### src/rtl/sdram_pd_seq.sv
module sdram_pd_seq #(
  parameter int TXP_W    = 4,
  parameter int TXP_RST  = 3,
  parameter int INIT_CYC = 20
) (
  input  logic             clk,
  input  logic             chip_rst_n,
  input  logic             soft_rst_n,
  input  logic             pd_req,
  input  logic             wake_req,
  input  logic             cmd_pending,
  input  logic             reg_wr,
  input  logic             reg_rd,
  input  logic [TXP_W-1:0] reg_wdata,
  output logic [TXP_W-1:0] reg_rdata,
  output logic             reg_err,
  output logic             cke,
  output logic             cmd_ok,
  output logic             init_start,
  output logic             init_done,
  output logic             fifo_flush
);

  localparam int INIT_W = $clog2(INIT_CYC + 1);
  localparam int CNT_W  = (TXP_W > INIT_W) ? TXP_W : INIT_W;

  typedef enum logic [2:0] {S_RST, S_INIT, S_IDLE, S_PD, S_XW} st_t;

  st_t              st;
  logic [CNT_W-1:0] cnt;
  logic [TXP_W-1:0] t_xp;
  logic             seq_rst_n;

  assign seq_rst_n  = chip_rst_n & soft_rst_n;
  assign fifo_flush = ~seq_rst_n;
  assign reg_err    = (reg_wr | reg_rd) & ~seq_rst_n;
  assign reg_rdata  = (reg_rd && seq_rst_n) ? t_xp : '0;
  assign cmd_ok     = (st == S_IDLE);

  always_ff @(posedge clk or negedge chip_rst_n)
    if (!chip_rst_n)                t_xp <= TXP_W'(TXP_RST);
    else if (reg_wr && soft_rst_n)  t_xp <= reg_wdata;

  always_ff @(posedge clk or negedge seq_rst_n)
    if (!seq_rst_n) begin
      st         <= S_RST;
      cnt        <= '0;
      cke        <= 1'b0;
      init_start <= 1'b0;
      init_done  <= 1'b0;
    end else begin
      case (st)
        S_RST: begin
          st         <= S_INIT;
          cnt        <= CNT_W'(INIT_CYC - 1);
          cke        <= 1'b1;
          init_start <= 1'b1;
        end
        S_INIT: begin
          init_start <= 1'b0;
          if (cnt == '0) begin
            st        <= S_IDLE;
            init_done <= 1'b1;
          end else cnt <= cnt - 1'b1;
        end
        S_IDLE:
          if (pd_req && !cmd_pending) begin
            st  <= S_PD;
            cke <= 1'b0;
          end
        S_PD:
          if (wake_req) begin
            st  <= S_XW;
            cke <= 1'b1;
            cnt <= CNT_W'(t_xp);
          end
        S_XW:
          if (cnt == '0) st <= S_IDLE;
          else cnt <= cnt - 1'b1;
        default: st <= S_RST;
      endcase
    end

  assert_start_cke_R3: assert property (@(posedge clk) disable iff (!seq_rst_n)
    init_start |-> cke);
  assert_cmd_after_init_R4: assert property (@(posedge clk) disable iff (!seq_rst_n)
    cmd_ok |-> init_done);
  assert_accept_pd_R7: assert property (@(posedge clk) disable iff (!seq_rst_n)
    (cmd_ok && pd_req && !cmd_pending) |=> (!cke && !cmd_ok));
  assert_refuse_pd_R7: assert property (@(posedge clk) disable iff (!seq_rst_n)
    (cmd_ok && cmd_pending) |=> cke);
  assert_no_cmd_in_pd_R8: assert property (@(posedge clk) disable iff (!seq_rst_n)
    !cke |-> !cmd_ok);
  assert_exit_hold_R8: assert property (@(posedge clk) disable iff (!seq_rst_n)
    (st == S_XW) |-> (cke && !cmd_ok));
  assert_soft_keeps_cfg_R2: assert property (@(posedge clk) disable iff (!chip_rst_n)
    !soft_rst_n |=> $stable(t_xp));
  always_comb
    if (reg_err) assert_err_no_data_R6: assert (reg_rdata == '0);

endmodule

### config.mk
export PLATFORM = sky130hd
export DESIGN_NAME = sdram_pd_seq
export DESIGN_NICKNAME = d
export VERILOG_FILES = /design/src/rtl/sdram_pd_seq.sv
export SDC_FILE = /design/constraint.sdc
export NUM_CORES = 1
export LEC_CHECK = 0
export ABC_AREA = 1
export BUFFER_PORTS_ARGS = -buffer_cell sky130_fd_sc_hd__buf_4
export CAP_MARGIN = 25
export CORE_ASPECT_RATIO = 1.4
export CORE_UTILIZATION = 40
export CTS_BUF_LIST = sky130_fd_sc_hd__clkbuf_2 sky130_fd_sc_hd__clkbuf_4 sky130_fd_sc_hd__clkbuf_8
export DETAILED_ROUTE_END_ITERATION = 10
export GPL_TIMING_DRIVEN = 0
export PLACE_DENSITY = 0.69
export SYNTH_ARGS = -nofsm -noshare
export SYNTH_HDL_FRONTEND = slang
export SYNTH_SLANG_ARGS = --single-unit
### constraint.sdc
create_clock -name clk -period 1.4 [get_ports clk]
set_input_delay 0.07 -clock clk [delete_from_list [all_inputs] [get_ports clk]]
set_output_delay 0.07 -clock clk [all_outputs]
set_load 0.05 [all_outputs]
==> results of run 1 <==
==> worst max-delay path: cells and delay by family, from the launching register on <==
family / cells / cell delay, ps
AND/OR/NAND/NOR: 1 / 110
buffers and inverters: 3 / 400
flip-flops: 1 / 470
==> power groups by stage <==
stage | registers, mW | logic [mW] | clock network, mW
3_5_place_dp | 0.748 | 1.52 | 0
5_1_grt | 0.773 | 1.72 | 0.289
2_1_floorplan | 0.818 | 1.10 | 0
3_3_place_gp | 0.741 | 1.48 | 0
4_1_cts | 0.739 | 1.53 | 0.277
6_report | 0.750 | 1.52 | 0.267
==> synthesized netlist by cell type (all sizes together) <==
library cell / number
nand2: 58
nor2: 20
inv: 19
nand3: 14
dfrtp: 13
a21oi: 4
dfstp: 2
ha: 2
o21ai: 2
nor3: 1
o21bai: 1
xnor2: 1
==> cell type report <==
| type | instances | area share [%] |
|---|---|---|
| Multi-Input combinational cell | 103 | 43.3 |
| Sequential cell | 15 | 31.2 |
| Timing Repair Buffer | 23 | 14.6 |
| Inverter | 19 | 6.17 |
| Clock buffer | 4 | 2.47 |
| Tap cell | 22 | 2.26 |
==> kinds of logic (layout without fill, tap and decap cells) <==
| logic type | after synthesis | after routing |
|---|---|---|
| AND/OR/NAND/NOR | 93 | 93 |
| buffers and inverters | 19 | 46 |
| flip-flops | 15 | 15 |
| AO/OA/AOI/OAI | 7 | 7 |
| adder cells (fa/ha/maj) | 2 | 2 |
| XOR/XNOR | 1 | 1 |
==> state kept, by name, indices dropped and copies added (netlist names) <==
name / cells
init_start: 1
t_xp: 4
init_done: 1
st: 3
cnt: 5
cke: 1
==> metrics by stage <==
step	instance area, sq um	power, mW
2_1_floorplan	977	1.92
3_3_place_gp	1160	2.22
3_5_place_dp	1160	2.26
4_1_cts	1210	2.54
5_1_grt	1220	2.78
6_report	1220	2.53
==> what timing repair did <==
action,CTS,global route
setup endpoints to repair,0,8
buffers inserted,0,0
hold buffers,2,0
resized for setup,0,4
endpoints found under the hold margin,15,0
==> metal layers <==
metal,vias to the layer above,global-route usage (%),wire (microns)
met5,-,0,0
met4,0,10.4,29
met3,4,2.11,69
met2,22,33.3,1120
met1,421,21.8,826
li1,476,-,-
==> worst paths after layout <==
check                      cells after the start      end         start  slack (ps)
setup reg to reg                               7   cnt[3]        cnt[0]         100
hold / removal                                 3  t_xp[1]  reg_wdata[1]          20
setup / recovery                               4   cmd_ok         st[2]          80
hold reg to reg                                2      cke           cke         480
min in group asynchronous                      2  t_xp[3]    chip_rst_n         140
max in group asynchronous                      4    st[2]    chip_rst_n         530
==> flow_summary.ini, run 1 <==
[yosys]
synth_top_area_share_pct = 34.0
mean_post_synth_cell_area_sq_um = 6.98
synthDominantAreaCellType = sky130_fd_sc_hd__dfrtp_1
dominant_combinational_cell_family_by_area_after_synthesis = simple AND/OR/NAND/NOR gates
post_synth_main_area_contributors = sky130_fd_sc_hd__dfrtp_1 34%, sky130_fd_sc_hd__nand2_1 20%, sky130_fd_sc_hd__inv_1 6.3%, sky130_fd_sc_hd__nor2_1 5.9%, sky130_fd_sc_hd__nand3_1 5.8%
synthMuxAreaShare_pct = 0
compound_cell_area_share_of_the_yosys_netlist_pct = 3.93
fraction_of_the_mapped_netlist_area_in_adder_cells_pct = 2.62
synthCells = 137
synth_area_in_xor_xnor_pct = 0.916
ys.warnings.count = 0
synth_area_sq_um = 956
synthesis.nets = 151
yosys.area_share.simple_pct = 45.5
synth_cell_type_count = 19
yosys_register_bits = 15
synth.yosys.seq_area_share_pct = 39.5

[global_route]
grt_first_pass_wirelength_microns = 3690
overflow = 0
first_global_vias = 938
track_usage_pct = 18.8
grt_start_max_net_pins = 12
antenna_found_initial = 0

[worst_setup_path]
worst_path_max_delay_cell = sky130_fd_sc_hd__dfrtp_2
critical-path-max-stage-delay_ps = 470
cp_cell_sequence = inv_2 -> nand3_4 -> inv_1 -> buf_4
critPathLaunchType = register
crit_fanout = 7
crit_type = reg2out
worstPathRequired_ps = 1330
cp_data_arrival_time_ps = 1250
cp-end-kind = primary output

[sta]
setup_viol_count_final = 0
fin_crit_sh_pct = 94.4
hold_viol_final = 0
timing_worst_slew_pin_value_ps = 536
final_period_minus_worst_setup_slack_ps = 1320
final.setup_skew_ps = 2.53
timing.slew.headroom_pct = 64.2
setup_ws_ps = 78.1
grt_setup_unrepaired = false
post_route_setup_tns_ps = 0
fmax_mhz = 756
final.hold.worst_slack_ps = 22.1
final_max_slew_viol_count = 0

[clock_network]
clock_tree.root_cell = sky130_fd_sc_hd__clkbuf_4
cts_tree = done
clock_sink_count = 15
cts_max_level = 1
cts_inserted_buffers = 3
cts.clk_slew.worst_paths_ps = 80
insertion_delay_ps = 280
clock_tree.buffer_depth = 2

[detailed_routing]
routed-via-count = 923
first_pass_iters = 4
routed_wire_length_per_instance_microns = 11.0
route.detailed.drc = 0
totalWireLength_microns = 2050
ant_nets = 0
vias_per_cell = 4.96
detail_route.iter0.violations = 18

[power]
leakagePower_nw = 0.671
pwr-share-comb_pct = 59.9
power.density_cell_area_mw_per_mm2 = 2080
share_seq_of_total_power_pct = 29.6
intPower_mw = 1.25
p_switching_mw = 1.29
power.ir.vdd_worst_v = 0.00105
clockPowerShare_pct = 10.6
p_sw_share_pct = 50.8

[floorplanning]
coreArea_sq_mm = 0.00220
top_level_ports = 22
die_height_microns = 59.8
initial_core_util_pct = 43.4
rows = 20
die_x_microns = 43.3
die_area_sq_mm = 0.00259

[final_layout]
multi_input_comb_area_sq_um = 527
synthToLayoutAreaGrowth_pct = 27.4
final_layout_size_suffix_gt1_share_pct = 33.5
finalNonFillerCells = 186
final_core_utilization_pct = 55.3
diodes = 0
commonest_cells_after_routing_fill_and_taps_aside = 51 x sky130_fd_sc_hd__nand2_1, 21 x sky130_fd_sc_hd__buf_4, 14 x sky130_fd_sc_hd__inv_1
number_of_inserted_filler_cells_in_the_final_layout = 228
ff_latch_area_sq_um = 380
layout_commonest_cell = sky130_fd_sc_hd__nand2_1
nets = 179

[placed_design]
place_congestion = 0.849
placedCellCount = 180
portBuffers = 21
detailedPlace.worstSlack_ps = 48.9
dp_wirelength_microns = 1600

[run_status]
status = complete, no violations

[worst_hold_path]
classification_of_the_worst_slack_hold_path = in2reg

[flow_run]
max_cap_viols = 0
No activity file was read; power rests on OpenSTA's default activity.
==> run 2, diff against run 1 <==
- MAX_ROUTING_LAYER: default -> met4
==> flow_summary.ini, run 2 (same netlist as run 1, synthesis figures left out) <==
[run_status]
status = complete, no violations

[global_route]
overflow = 0
first_global_vias = 941
grt_start_max_net_pins = 12
antenna_found_initial = 0
track_usage_pct = 19.4
grt_first_pass_wirelength_microns = 3690

[final_layout]
diodes = 0
nets = 179
final_design_area_no_fill_sq_mm = 0.00122
layout_commonest_cell = sky130_fd_sc_hd__nand2_1
synthToLayoutAreaGrowth_pct = 27.4
final_layout_size_suffix_gt1_share_pct = 33.5
finalNonFillerCells = 186
largest_register_ff_count = 5
max_flop_register = cnt
final_core_utilization_pct = 55.3
commonest_cells_after_routing_fill_and_taps_aside = 51 x sky130_fd_sc_hd__nand2_1, 21 x sky130_fd_sc_hd__buf_4, 14 x sky130_fd_sc_hd__inv_1
largest_registers = cnt: 5 flops, t_xp: 4 flops, st: 3 flops

[clock_network]
insertion_delay_ps = 280
cts_tree = done
clock_tree.root_cell = sky130_fd_sc_hd__clkbuf_4
clock_sink_count = 15
clock_tree.buffer_depth = 2
cts_max_level = 1
cts_inserted_buffers = 3
cts.clk_slew.worst_paths_ps = 80

[placed_design]
placedCellCount = 180
placed_area_sq_mm = 0.00116
portBuffers = 21
place_congestion = 0.862
dp_wirelength_microns = 1600

[detailed_routing]
first_pass_iters = 4
routed-via-count = 922
vias_per_cell = 4.96
totalWireLength_microns = 2050
routed_wire_length_per_instance_microns = 11.0
ant_nets = 0
route.detailed.drc = 0
detail_route.iter0.violations = 18

[power]
leakagePower_nw = 0.671
power.ir.vdd_worst_v = 0.00105
power.density_cell_area_mw_per_mm2 = 2080

[flow_run]
max_cap_viols = 0

[worst_setup_path]
critPathLaunchType = register
regToRegSetupSlack_ps = 100
worst_r2r_startpoint = cnt[0]
crit_type = reg2out
crit_fanout = 7
cp_data_arrival_time_ps = 1250
cp-end-kind = primary output
reg2reg_to = cnt[3]
critPathCapture = cmd_ok
worstPathRequired_ps = 1330
worst_r2r_path_depth = 7
critical_path.startpoint = st[2]

[floorplanning]
rows = 20
die_area_sq_mm = 0.00259
initial_core_util_pct = 43.4
die_x_microns = 43.3
top_level_ports = 22
die_height_microns = 59.8
coreArea_sq_mm = 0.00220

[sta]
final.setup_skew_ps = 2.54
timing_worst_slew_pin_value_ps = 536
fin_crit_sh_pct = 94.4
fmax_mhz = 757
hold_viol_final = 0
timing.slew.headroom_pct = 64.2
setup_viol_count_final = 0
post_route_setup_tns_ps = 0
final_max_slew_viol_count = 0
final.hold.worst_slack_ps = 22.1
grt_setup_unrepaired = false
final_period_minus_worst_setup_slack_ps = 1320

[worst_hold_path]
classification_of_the_worst_slack_hold_path = in2reg
==> run 2: worst min-delay path by stage <==
stage                       startpoint  endpoint  slack, ps  depth (start not counted)
after floorplan             chip_rst_n   t_xp[2]       -230                          0
after global placement      chip_rst_n   t_xp[2]       -130                          1
after detailed placement    chip_rst_n   t_xp[2]       -130                          1
after CTS                 reg_wdata[1]   t_xp[1]         20                          3
after global routing      reg_wdata[0]   t_xp[0]         40                          3
final                     reg_wdata[1]   t_xp[1]         20                          3
==> run 2: final cells by class <==
class / instances / area, sq um
Multi-Input combinational cell: 103 / 527
Fill cell: 228 / 985
Clock buffer: 4 / 30.0
Sequential cell: 15 / 380
Tap cell: 22 / 27.5
Inverter: 19 / 75.1
Timing Repair Buffer: 23 / 178
==> run 2: what timing repair did <==
item | in CTS | in global routing
hold buffers | 2 | 0
gates resized for setup | 0 | 4
setup buffers | 0 | 0
hold endpoints to repair | 15 | 0
setup endpoints to repair | 0 | 8
==> run 2: worst max-delay path, cell delays in order, from the launching register on <==
cell                      delay (ps)
sky130_fd_sc_hd__dfrtp_2         470
sky130_fd_sc_hd__inv_2           140
sky130_fd_sc_hd__nand3_4         110
sky130_fd_sc_hd__inv_1            70
sky130_fd_sc_hd__buf_4           190
==> run 2: metal layers <==
layer	part of all wire, %	vias to the layer above	global-route usage [%]	wire length, microns
li1	-	475	-	-
met1	40	421	21.8	824
met2	55	22	33.3	1120
met3	3.6	4	2.11	74
met4	1.4	0	10.4	28
met5	0	-	-	0
==> run 2: report_power, final <==
group	internal [mW]	total, mW	switching (mW)	leakage (nW)
registers	0.595	0.750	0.154	0.176
clock network	0.130	0.267	0.137	0.0184
logic	0.520	1.52	0.997	0.476
==> run 2: through the flow <==
stage / worst slack [ps] / total power [mW]
floorplan: -71.1 / 1.92
global placement: 107 / 2.22
detailed placement: 48.9 / 2.26
CTS: 36.5 / 2.54
global route: 7.02 / 2.78
finish: 79.0 / 2.53
==> run 3, diff against run 2 <==
- CORE_ASPECT_RATIO: 1.4 -> 1.1
==> flow_summary.ini, run 3 (same netlist as run 1, synthesis figures left out) <==
[run_status]
status = complete, no violations

[clock_network]
clock_tree.root_cell = sky130_fd_sc_hd__clkbuf_4
insertion_delay_ps = 280
clock_tree.buffer_depth = 2
cts_tree = done
cts_inserted_buffers = 3
cts_max_level = 1
cts.clk_slew.worst_paths_ps = 100
clock_sink_count = 15

[detailed_routing]
first_pass_iters = 5
ant_nets = 0
routed-via-count = 938
route.detailed.drc = 0
totalWireLength_microns = 2110
vias_per_cell = 4.79
detail_route.iter0.violations = 21
routed_wire_length_per_instance_microns = 10.8

[placed_design]
portBuffers = 21
dp_wirelength_microns = 1610
place_congestion = 0.792
placed_area_sq_mm = 0.00117
detailedPlace.worstSlack_ps = 63.2

[flow_run]
max_cap_viols = 0

[sta]
timing.slew.headroom_pct = 63.7
final_period_minus_worst_setup_slack_ps = 1290
hold_viol_final = 0
setup_ws_ps = 113
final.setup_skew_ps = 3.50
fmax_mhz = 777
setup_viol_count_final = 0
final_max_slew_viol_count = 0
fin_crit_sh_pct = 91.9
final.hold.worst_slack_ps = 32.2
timing_worst_slew_pin_value_ps = 543
grt_setup_unrepaired = false

[worst_setup_path]
critical-path-max-stage-delay_ps = 450
buffering_stage_count_on_the_worst_path_with_inverters_included = 3
cp_cell_sequence = inv_2 -> nand3_4 -> inv_1 -> buf_4
crit_type = reg2out
cp_data_arrival_time_ps = 1220
crit_fanout = 5
worstPathRequired_ps = 1330
worst_path_dominant_cell_family = flip-flops
cp-end-kind = primary output
worst_path_max_delay_cell = sky130_fd_sc_hd__dfrtp_2
critPathLaunchType = register

[power]
power.ir.vdd_worst_v = 0.00127
leakagePower_nw = 0.682
total_power_mw = 2.58
power.density_cell_area_mw_per_mm2 = 2070

[final_layout]
nets = 181
final_design_area_no_fill_sq_mm = 0.00125
commonest_cells_after_routing_fill_and_taps_aside = 51 x sky130_fd_sc_hd__nand2_1, 23 x sky130_fd_sc_hd__buf_4, 14 x sky130_fd_sc_hd__inv_1
final_layout_size_suffix_gt1_share_pct = 34.9
max_flop_register = cnt
diodes = 0
synthToLayoutAreaGrowth_pct = 30.5
layout_commonest_cell = sky130_fd_sc_hd__nand2_1
largest_registers = cnt: 5 flops, t_xp: 4 flops, st: 3 flops
number_of_inserted_filler_cells_in_the_final_layout = 225
largest_register_ff_count = 5

[floorplanning]
initial_core_util_pct = 42.4
die_x_microns = 48.6
die_area_sq_mm = 0.00259
top_level_ports = 22
rows = 18
coreArea_sq_mm = 0.00225
die_height_microns = 53.3

[global_route]
first_global_vias = 875
grt_start_max_net_pins = 12
track_usage_pct = 19.1
antenna_found_initial = 0
overflow = 0
grt_first_pass_wirelength_microns = 3610

[worst_hold_path]
classification_of_the_worst_slack_hold_path = in2reg
-- run 3: repair_timing --
item | 4_1_cts | 5_1_grt
resized for setup | 0 | 5
buffers inserted | 0 | 2
endpoints found under the setup margin | 0 | 8
hold endpoints to repair | 15 | 0
hold buffers | 2 | 0
-- run 3: worst reg2reg max path, cell delays in order, from the launching register on --
cell                      delay [ps]
sky130_fd_sc_hd__dfrtp_1         400
sky130_fd_sc_hd__inv_2           100
sky130_fd_sc_hd__ha_1            200
sky130_fd_sc_hd__nand2_1          60
sky130_fd_sc_hd__nor2_1          130
sky130_fd_sc_hd__nand2_2          70
sky130_fd_sc_hd__nand3_2         110
sky130_fd_sc_hd__nand2_1          70
sky130_fd_sc_hd__nand2_1          70
-- run 3: layout make-up --
cell class,instances,area (sq um),area share (%)
multi-input combinational,103,532,42.6
sequential,15,380,30.5
timing repair buffer,25,193,15.4
inverter,19,75.1,6.02
tap,30,37.5,3.01
clock buffer,4,30.0,2.41
-- run 3: stage by stage --
step,std cells,util [%],setup TNS (ps)
2_1_floorplan,137,-,-259
3_3_place_gp,188,52.1,0
3_5_place_dp,188,52.1,0
4_1_cts,194,54.3,0
5_1_grt,196,55.4,0
6_report,196,55.4,0
-- run 3: power by group --
group | internal, mW | switching (mW)
clock network | 0.130 | 0.142
logic | 0.540 | 1.03
registers | 0.595 | 0.148
-- run 3: layer usage --
layer | wire length (microns) | vias to the layer above | global-route usage (%)
li1 | - | 478 | -
met1 | 916 | 440 | 20.7
met2 | 1130 | 20 | 34.3
met3 | 67 | 0 | 3.74
met4 | 0 | 0 | 8.33
met5 | 0 | - | -
-- run 3: worst paths after layout --
check                             start      end  slack (ps)  cells past startpoint
setup / recovery                  st[2]   cmd_ok         110                      4
max in group asynchronous    chip_rst_n    st[0]         490                      4
setup reg to reg                 cnt[0]   cnt[1]         140                      8
min in group asynchronous    chip_rst_n  t_xp[3]         150                      2
hold reg to reg                     cke      cke         480                      2
hold / removal             reg_wdata[0]  t_xp[0]          30                      3
